$ cat src/rtl/tmr13_pkg.sv
package tmr13_pkg;
   typedef enum logic [1:0] {
      SRC_DIV_A = 2'd0,
      SRC_DIV_B = 2'd1,
      SRC_DIV_C = 2'd2,
      SRC_SUB   = 2'd3
   } tmr_src_e;
endpackage

$ cat src/rtl/tmr13_fall_det.sv
module tmr13_fall_det #(
   parameter int STAGES = 2
) (
   input  logic clk,
   input  logic rst_n,
   input  logic din,
   output logic fall
);
   generate
      if (STAGES < 2) begin : g_bad
         $error("tmr13_fall_det: STAGES must be at least 2");
      end
   endgenerate

   logic [STAGES:0] sh_q;

   always_ff @(posedge clk) begin
      if (!rst_n) sh_q <= '0;
      else        sh_q <= {sh_q[STAGES-1:0], din};
   end

   assign fall = sh_q[STAGES] & ~sh_q[STAGES-1];
endmodule

$ cat src/rtl/tmr13_presc.sv
module tmr13_presc
   import tmr13_pkg::*;
#(
   parameter int TAP_A = 2,
   parameter int TAP_B = 6,
   parameter int TAP_C = 10
) (
   input  logic       clk,
   input  logic       rst_n,
   input  logic [1:0] sel,
   input  logic       sub_tick,
   output logic       tick
);
   localparam int PRE_W = TAP_C;
   localparam int NTAP  = 3;

   generate
      if (!(TAP_A > 0 && TAP_A < TAP_B && TAP_B < TAP_C)) begin : g_bad
         $error("tmr13_presc: taps must be strictly increasing and positive");
      end
   endgenerate

   logic [PRE_W-1:0] div_q;
   logic [NTAP-1:0]  tap_hit;

   always_ff @(posedge clk) begin
      if (!rst_n) div_q <= '0;
      else        div_q <= div_q + 1'b1;
   end

   generate
      for (genvar i = 0; i < NTAP; i++) begin : g_tap
         localparam int W = (i == 0) ? TAP_A : (i == 1) ? TAP_B : TAP_C;
         assign tap_hit[i] = &div_q[W-1:0];
      end
   endgenerate

   always_comb begin
      unique case (tmr_src_e'(sel))
         SRC_DIV_A: tick = tap_hit[0];
         SRC_DIV_B: tick = tap_hit[1];
         SRC_DIV_C: tick = tap_hit[2];
         SRC_SUB:   tick = sub_tick;
         default:   tick = 1'b0;
      endcase
   end
endmodule

$ cat src/rtl/tmr13_core.sv
module tmr13_core #(
   parameter int DATA_W   = 8,
   parameter int LO_CNT_W = 5
) (
   input  logic              clk,
   input  logic              rst_n,
   input  logic              inc,
   input  logic              wr_hi,
   input  logic              wr_lo,
   input  logic [DATA_W-1:0] wdata,
   output logic [DATA_W-1:0] th,
   output logic [DATA_W-1:0] tl,
   output logic              ovf_pulse
);
   generate
      if (LO_CNT_W < 1 || LO_CNT_W > DATA_W) begin : g_bad
         $error("tmr13_core: LO_CNT_W out of range");
      end
   endgenerate

   logic [LO_CNT_W-1:0] lo_cnt;
   logic                lo_max;
   logic                hi_max;

   assign lo_cnt    = tl[LO_CNT_W-1:0];
   assign lo_max    = &lo_cnt;
   assign hi_max    = &th;
   assign ovf_pulse = inc & lo_max & hi_max;

   always_ff @(posedge clk) begin
      if (!rst_n) begin
         tl <= '0;
      end else if (wr_lo) begin
         tl <= wdata;
      end else if (inc) begin
         tl[LO_CNT_W-1:0] <= lo_cnt + 1'b1;
      end
   end

   always_ff @(posedge clk) begin
      if (!rst_n) begin
         th <= '0;
      end else if (wr_hi) begin
         th <= wdata;
      end else if (inc && lo_max) begin
         th <= th + 1'b1;
      end
   end
endmodule

$ cat src/rtl/tmr13_ovf_cap.sv
module tmr13_ovf_cap (
   input  logic clk,
   input  logic rst_n,
   input  logic ovf_pulse,
   input  logic sample,
   input  logic clr,
   output logic flag
);
   logic pend_q;

   always_ff @(posedge clk) begin
      if (!rst_n)         pend_q <= 1'b0;
      else if (sample)    pend_q <= 1'b0;
      else if (ovf_pulse) pend_q <= 1'b1;
   end

   always_ff @(posedge clk) begin
      if (!rst_n)                             flag <= 1'b0;
      else if (sample && (pend_q || ovf_pulse)) flag <= 1'b1;
      else if (clr)                           flag <= 1'b0;
   end
endmodule

$ cat src/rtl/tmr13_unit.sv
module tmr13_unit #(
   parameter int DATA_W      = 8,
   parameter int LO_CNT_W    = 5,
   parameter int SYNC_STAGES = 2,
   parameter int TAP_A       = 2,
   parameter int TAP_B       = 6,
   parameter int TAP_C       = 10
) (
   input  logic              clk,
   input  logic              rst_n,
   input  logic              mc_sample_i,
   input  logic              run_i,
   input  logic              gate_i,
   input  logic              ct_sel_i,
   input  logic              int_pin_i,
   input  logic              cnt_pin_i,
   input  logic              sub_clk_i,
   input  logic [1:0]        clk_sel_i,
   input  logic              wr_hi_i,
   input  logic              wr_lo_i,
   input  logic [DATA_W-1:0] wdata_i,
   input  logic              flag_clr_i,
   output logic [DATA_W-1:0] th_o,
   output logic [DATA_W-1:0] tl_o,
   output logic              ovf_flag_o
);
   logic sub_fall, pin_fall, pre_tick, evt, cnt_en, inc, ovf_pulse;

   tmr13_fall_det #(.STAGES(SYNC_STAGES)) u_sub_sync (
      .clk(clk), .rst_n(rst_n), .din(sub_clk_i), .fall(sub_fall)
   );

   tmr13_fall_det #(.STAGES(SYNC_STAGES)) u_pin_sync (
      .clk(clk), .rst_n(rst_n), .din(cnt_pin_i), .fall(pin_fall)
   );

   tmr13_presc #(.TAP_A(TAP_A), .TAP_B(TAP_B), .TAP_C(TAP_C)) u_presc (
      .clk(clk), .rst_n(rst_n), .sel(clk_sel_i), .sub_tick(sub_fall), .tick(pre_tick)
   );

   assign evt    = ct_sel_i ? pin_fall : pre_tick;
   assign cnt_en = run_i & (~gate_i | int_pin_i);
   assign inc    = cnt_en & evt;

   tmr13_core #(.DATA_W(DATA_W), .LO_CNT_W(LO_CNT_W)) u_core (
      .clk(clk), .rst_n(rst_n), .inc(inc), .wr_hi(wr_hi_i), .wr_lo(wr_lo_i),
      .wdata(wdata_i), .th(th_o), .tl(tl_o), .ovf_pulse(ovf_pulse)
   );

   tmr13_ovf_cap u_cap (
      .clk(clk), .rst_n(rst_n), .ovf_pulse(ovf_pulse), .sample(mc_sample_i),
      .clr(flag_clr_i), .flag(ovf_flag_o)
   );
endmodule

$ cat config.mk
export PLATFORM = sky130hd
export DESIGN_NAME = tmr13_unit
export DESIGN_NICKNAME = d
export VERILOG_FILES = /design/src/rtl/tmr13_pkg.sv /design/src/rtl/tmr13_fall_det.sv /design/src/rtl/tmr13_presc.sv /design/src/rtl/tmr13_core.sv /design/src/rtl/tmr13_ovf_cap.sv /design/src/rtl/tmr13_unit.sv
export SDC_FILE = /design/constraint.sdc
export NUM_CORES = 1
export LEC_CHECK = 0
export CORE_ASPECT_RATIO = 0.6
export CORE_MARGIN = 5
export CORE_UTILIZATION = 55
export CTS_BUF_LIST = sky130_fd_sc_hd__clkbuf_2 sky130_fd_sc_hd__clkbuf_4 sky130_fd_sc_hd__clkbuf_8
export CTS_CLUSTER_DIAMETER = 80
export CTS_CLUSTER_SIZE = 10
export DETAILED_ROUTE_END_ITERATION = 10
export DONT_BUFFER_PORTS = 1
export PLACE_DENSITY = 0.67
export SLEW_MARGIN = 20
export SYNTH_ARGS = -nofsm -noshare
export SYNTH_HDL_FRONTEND = slang
export SYNTH_SLANG_ARGS = --single-unit
$ cat constraint.sdc
create_clock -name clk -period 2.44 [get_ports clk]
set_clock_uncertainty 0.1 [all_clocks]
set_input_delay 0.122 -clock clk [delete_from_list [all_inputs] [get_ports clk]]
set_output_delay 0.122 -clock clk [all_outputs]
set_load 0.02 [all_outputs]
==> flow_metrics.env, run 1 <==
export IMPL_status="finished, final reports clean"
export IMPL_synth_top_cells_by_count="dfxtp_1, and2_1, o21ai_0, xnor2_1, nand3_1"
export IMPL_final_antenna_net_count=0
export IMPL_die_y_um=52.5
export IMPL_p_per_area_mw_per_mm2=632
export IMPL_worst_skew_pair_late_latency_ns=0.29
export IMPL_power_total_uw=1280
export IMPL_rows=15
export IMPL_routed_via_density=5.65
export IMPL_cp_slowest_stage_delay_ns=0.57
export IMPL_dp_final_hpwl_um=2820
export IMPL_rrSetupSlack_ns=0.1
export IMPL_synth_async_reset_ratio_pct=0
export IMPL_antenna_cells=0
export IMPL_worstRegToRegCells=7
export IMPL_synth_top_area_share_pct=41.1
export IMPL_dieWidth_um=80.9
export IMPL_wirelength_um=4170
export IMPL_drt_iter0_markers=58
export IMPL_synth_warnings=0
export IMPL_yosys_area_top_type="dfxtp_1"
export IMPL_critPathLaunch="u_presc.div_q[0]"
export IMPL_grt_max_degree=35
export IMPL_drv_slew=0
export IMPL_slew_headroom_pct=34.9
export IMPL_globalplace_congestion=0.842
export IMPL_synth_ff_type="dfxtp_1"
export IMPL_hold_class="in -> reg"
export IMPL_final_layout_size_suffix_gt1_share_pct=14.4
export IMPL_finalHoldViolCount=0
export IMPL_fmax_mhz=427
export IMPL_grt_first_pass_wirelength_um=6580
export IMPL_cap_viol_max_count=0
export IMPL_ys_ff_latch=34
export IMPL_io_pins=39
export IMPL_finalCritPeriodShare_pct=96.0
export IMPL_ys_types=43
export IMPL_routed_wl_met2_um=1750
export IMPL_whs_ns=0.00870
export IMPL_synth_adder_area_share_pct=3.02
export IMPL_nets=220
export IMPL_first_pass_iters=4
export IMPL_cts_max_level=2
export IMPL_grt_ovfl_total=0
export IMPL_path_depth=7
export IMPL_synth_top_family_by_area="simple AND/OR/NAND/NOR gates"
export IMPL_grt_pass1_vias=1322
export IMPL_netlist_instances=170
export IMPL_grt_usage_pct=21.5
export IMPL_r2r_start="u_presc.div_q[0]"
export IMPL_initial_utilization_pct=57.7
export IMPL_io_buffers=0
export IMPL_path_buf_inv=1
export IMPL_crit_fanout=5
export IMPL_synth_edf_count=0
export IMPL_grt_antenna_before_repair=0
export IMPL_syn_avg_cell_area_um2=9.74
export IMPL_worst_setup_path_type="reg -> reg"
export IMPL_yosysMostFrequentCell="dfxtp_1"
export IMPL_crit_required_ns=2.52
export IMPL_endpoint_kind="register"
export IMPL_period_needed_ns=2.34
export IMPL_synth_area_leaders="dfxtp_1, and2_1, xnor2_1"
export IMPL_top_layer_used="met4"
export IMPL_synth_compound_area_share_pct=18.3
export IMPL_syn_nets=196
export IMPL_syn2layout_area_growth_pct=22.1
export IMPL_rr_endpoint="u_core.tl[3]"
export IMPL_syn_area_mm2=0.00166
export IMPL_cp_slowest_cell="or4_4"
export IMPL_synth_simple_gate_area_share_pct=25.4
export IMPL_cpLargestDelayFamily="simple AND/OR/NAND/NOR gates"
export IMPL_cts_root_buf="clkbuf_8"
export IMPL_leakagePower_uw=0.000752
export IMPL_dieArea_mm2=0.00425
export IMPL_vias=1338
export IMPL_worstMarginPinSlew_ns=0.973
export IMPL_drc=0
export IMPL_yosysSeqAreaShare_pct=41.1
export IMPL_path_cells="ha_2 -> nand3_2 -> or4_4 -> a211oi_4 -> buf_4 -> a41oi_1 -> o311a_1"
export IMPL_synthXorXnorAreaFrac_pct=5.82
export IMPL_start_kind="register"
export IMPL_vdd_ir_drop_worst_uv=570
export IMPL_wl_met3_um=371
export IMPL_cts_tree="yes"
export IMPL_met1_length_um=1980
export IMPL_numCtsBuffers=5
export IMPL_synth_mux_area_share_pct=3.02
export IMPL_arrival_ns=2.42
export IMPL_wl_per_cell_um=17.6
export IMPL_path_clk_slew_ns=0.07
export IMPL_core_region_area_mm2=0.00287
export IMPL_endpoint="u_core.tl[3]"
export IMPL_clock_sinks=34
export IMPL_clockBufferDepth=2
export IMPL_setup_viol=0
==> worst min-delay path by stage <==
stage | cells after the start | endpoint | slack, ns | startpoint
CTS | 2 | u_core.tl[3] | 0.003 | wdata_i[3]
global placement | 1 | u_cap.pend_q | 0.1 | mc_sample_i
detailed placement | 1 | u_cap.pend_q | 0.10 | mc_sample_i
global route | 2 | u_core.th[3] | 0.01 | wr_hi_i
floorplan | 1 | u_cap.pend_q | 0.1 | mc_sample_i
finish | 2 | u_core.tl[3] | 0.009 | wdata_i[3]
==> registers in the layout (all words and copies together) (netlist names) <==
name,count
u_presc.div_q,10
u_core.tl,8
u_core.th,8
u_pin_sync.sh_q,3
u_cap.pend_q,1
u_sub_sync.sh_q,3
u_cap.flag,1
==> cells by family (layout without fill, tap and decap cells) <==
| group | after synthesis | in the layout |
|---|---|---|
| mux | 5 | 5 |
| xor+xnor | 11 | 11 |
| simple gates | 66 | 66 |
| fa+ha+maj | 4 | 4 |
| flops | 34 | 34 |
| buf+inv | 13 | 38 |
| compound gates | 37 | 37 |
==> report_power, final <==
part           switching, µW  leakage, µW  total [µW]  internal (µW)
logic                   69.1     0.000422         137           67.5
clock network            215    0.0000504         519            304
registers               40.7     0.000280         622            581
==> what timing repair did <==
action	4_1_cts	5_1_grt
endpoints found under the hold margin	34	0
setup endpoints to repair	3	6
resized for setup	0	4
hold buffers	16	0
pin swaps	1	0
buffers inserted	1	0
==> metal layers <==
layer	track usage (%)	vias up
met2	32.2	52
met4	10.4	0
met5	0	-
met1	27.5	610
li1	-	668
met3	7.90	8
==> final cells by class <==
type                       instances  area, µm²
clock inverter                     3       45.0
sequential                        34        682
inverter                           6       22.5
tap                               42       52.6
clock buffer                       5       68.8
timing repair buffer              24        220
multi-input combinational        123        932
fill                             238        848
==> layout by cell type, fill, tap and decap left out, types with 3 or more instances in the layout <==
cell type / n
a21oi_1: 7
and2_1: 17
buf_4: 8
clkbuf_8: 5
dfxtp_1: 33
dlygate4sd3_1: 16
ha_1: 3
inv_1: 6
mux2i_1: 5
nand2_1: 4
nand2b_1: 7
nand3_1: 8
nand4_1: 5
nor2b_1: 7
nor3b_1: 4
o21ai_0: 9
xnor2_1: 9
==> through the flow <==
stage	setup slack (ns)	util (%)	cells	cell area, µm²	TNS, ns
after floorplan	0.216	-	170	1660	0
after global placement	0.145	60.2	212	1730	0
after detailed placement	0.0181	60.2	212	1730	0
after CTS	0.00550	70.0	237	2010	0
after global routing	-0.00880	70.5	237	2020	-0.0192
final	0.0981	70.5	237	2020	0
Note: power is estimated with default switching activity, not from simulation.
==> inputs of run 2 (changes only) <==
--- a/config.mk
+++ b/config.mk
@@ -5,6 +5,7 @@
 export SDC_FILE = /design/constraint.sdc
 export NUM_CORES = 1
 export LEC_CHECK = 0
+export ABC_AREA = 1
 export CORE_ASPECT_RATIO = 0.6
 export CORE_MARGIN = 5
 export CORE_UTILIZATION = 55
==> flow_metrics.env, run 2 <==
export IMPL_synth_top_area_share_pct=41.1
export IMPL_cap_viol_max_count=0
export IMPL_io_pins=39
export IMPL_io_buffers=0
export IMPL_dieWidth_um=80.9
export IMPL_synth_async_reset_ratio_pct=0
export IMPL_hold_class="in -> reg"
export IMPL_slew_headroom_pct=60.8
export IMPL_finalCritPeriodShare_pct=91.4
export IMPL_status="finished, final reports clean"
export IMPL_period_needed_ns=2.23
export IMPL_yosysSeqAreaShare_pct=41.1
export IMPL_grt_ovfl_total=0
export IMPL_die_y_um=52.5
export IMPL_dieArea_mm2=0.00425
export IMPL_final_layout_size_suffix_gt1_share_pct=9.27
export IMPL_vdd_ir_drop_worst_uv=399
export IMPL_largest_register_ffs=10
export IMPL_synth_edf_count=0
export IMPL_initial_utilization_pct=57.7
export IMPL_internal_power_uw=858
export IMPL_netlist_instances=228
export IMPL_postCtsSetupBuffers=0
export IMPL_crit_fanout=4
export IMPL_yosys_area_top_type="dfxtp_1"
export IMPL_pwr_share_seq_pct=53.9
export IMPL_mostFrequentLayoutCell="nand2_1"
export IMPL_worstMarginPinSlew_ns=0.585
export IMPL_p_per_area_mw_per_mm2=591
export IMPL_start_kind="register"
export IMPL_path_cells="ha_1 -> nand2_2 -> nor2_4 -> nand3_2 -> nor2_2 -> nor2_1 -> nand2_4 -> nand4_1 -> nand2_1 -> nand2_1 -> nor2_1 -> dlygate4sd3_1"
export IMPL_synth_top_cells_by_count="nand2_1, dfxtp_1, inv_1, a21oi_1, nor2_1"
export IMPL_fin_util_pct=68.5
export IMPL_worst_skew_pair_late_latency_ns=0.28
export IMPL_cts_root_buf="clkbuf_8"
export IMPL_wl_per_cell_um=13.7
export IMPL_clock_sinks=34
export IMPL_endpoint_kind="register"
export IMPL_synth_warnings=0
export IMPL_cp_slowest_cell="dlygate4sd3_1"
export IMPL_antenna_cells=0
export IMPL_syn2layout_area_growth_pct=18.6
export IMPL_grt_first_pass_wirelength_um=6600
export IMPL_synth_area_leaders="dfxtp_1, nand2_1, a21oi_1"
export IMPL_dp_final_hpwl_um=2750
export IMPL_drt_iter0_markers=130
export IMPL_routed_via_density=5.25
export IMPL_yosysMostFrequentCell="nand2_1"
export IMPL_grt_max_degree=18
export IMPL_grt_pass1_vias=1405
export IMPL_grt_usage_pct=20.9
export IMPL_cts_tree="yes"
export IMPL_wirelength_um=3980
export IMPL_worst_setup_path_type="reg -> reg"
export IMPL_cts_max_level=2
export IMPL_setup_tns_ns=0
export IMPL_core_region_area_mm2=0.00287
export IMPL_final_antenna_net_count=0
export IMPL_clockBufferDepth=2
export IMPL_cpLargestDelayFamily="simple AND/OR/NAND/NOR gates"
export IMPL_fmax_mhz=448
export IMPL_p_sw_uw=305
export IMPL_leakagePower_uw=0.000830
export IMPL_synth_ff_type="dfxtp_1"
export IMPL_path_buf_inv=1
export IMPL_crit_required_ns=2.57
export IMPL_setup_viol=0
export IMPL_ys_ff_latch=34
export IMPL_nets=274
export IMPL_top_regs="u_presc.div_q x10, u_core.th x8, u_core.tl x8"
export IMPL_swShare_pct=26.2
export IMPL_grt_antenna_before_repair=0
export IMPL_arrival_ns=2.36
export IMPL_first_pass_iters=4
export IMPL_final_cell_mix="nand2_1, dfxtp_1, inv_1"
export IMPL_finalHoldViolCount=0
export IMPL_syn_avg_cell_area_um2=7.27
export IMPL_path_clk_slew_ns=0.07
export IMPL_power_total_uw=1160
export IMPL_clkPwrFrac_pct=35.6
export IMPL_rows=15
export IMPL_drc=0
export IMPL_whs_ns=0.00111
export IMPL_top_register="u_presc.div_q"
export IMPL_combPwrFrac_pct=10.5
export IMPL_ys_types=28
export IMPL_numCtsBuffers=5
export IMPL_cp_slowest_stage_delay_ns=0.55
export IMPL_drv_slew=0
export IMPL_syn_area_mm2=0.00166
export IMPL_globalplace_congestion=0.780
export IMPL_syn_nets=254
export IMPL_rsz0062_at_grt="no"
export IMPL_vias=1522
==> run 2: cell types whose count changed after synthesis, sizes merged, moves of 7 or more <==
cell / previous run / this run
xnor2: 9 / 2
nand2: 5 / 55
and2: 18 / 0
o21ai: 9 / 18
nand3: 9 / 18
nor2: 2 / 25
a21oi: 7 / 22
nor2b: 7 / 0
inv: 6 / 26
nand2b: 7 / 0
==> run 2: layer usage <==
metal	up-vias	global-route usage, %	wire length, µm
met5	-	0	0
met4	0	5.90	40
met3	8	9.28	385
met2	60	31.7	1720
met1	681	26.7	1830
li1	773	-	-
==> run 2: worst paths after layout <==
kind | startpoint | to | slack, ns | cells after the start
worst min-delay path | wr_hi_i | u_core.th[0] | 0.001 | 4
worst max-delay path | u_presc.div_q[0] | u_cap.pend_q | 0.21 | 12
worst min register to register | u_sub_sync.sh_q[0] | u_sub_sync.sh_q[1] | 0.31 | 2
worst max register to register | u_presc.div_q[0] | u_cap.pend_q | 0.21 | 12
==> run 2: layout make-up <==
class,instances,area (µm²)
sequential,34,686
fill,232,905
tap,42,52.6
timing repair buffer,19,190
inverter,28,105
clock buffer,7,83.8
multi-input combinational,160,850
==> run 2: kinds of logic after synthesis <==
logic type,after synthesis,synth area share (%)
AOI/OAI and AO/OA,44,14.0
muxes,2,1.21
buffers and inverters,34,7.70
DFF,34,41.1
xor gates and xnor gates,6,3.17
adders and majority gates,4,3.02
and+or+nand+nor,104,29.8
==> run 2: metrics by stage <==
stage	instance area [µm²]	cells	setup WS, ns
4_1_cts	1960	290	0.153
6_report	1970	290	0.209
3_5_place_dp	1690	264	0.566
3_3_place_gp	1690	264	0.674
2_1_floorplan	1660	228	0.805
5_1_grt	1970	290	0.0198
==> run 2: power by group through the flow <==
| stage | clock network [µW] | registers, µW | logic [µW] |
|---|---|---|---|
| 3_3_place_gp | 0 | 636 | 82.5 |
| 4_1_cts | 411 | 625 | 121 |
| 5_1_grt | 443 | 630 | 138 |
| 2_1_floorplan | 0 | 630 | 80.4 |
| 3_5_place_dp | 0 | 637 | 85.5 |
| 6_report | 414 | 627 | 122 |
==> run 2: worst reg2reg max path: cells and delay by family, from the launching register on <==
family | cells | cell delay, ns
buffers and inverters | 1 | 0.55
DFF | 1 | 0.36
and+or+nand+nor | 10 | 0.90
adders and majority gates | 1 | 0.24
==> run 2: repair_timing <==
action,4_1_cts,5_1_grt
hold endpoints to repair,27,0
setup endpoints to repair,0,1
gates resized for setup,0,4
hold buffers,19,0
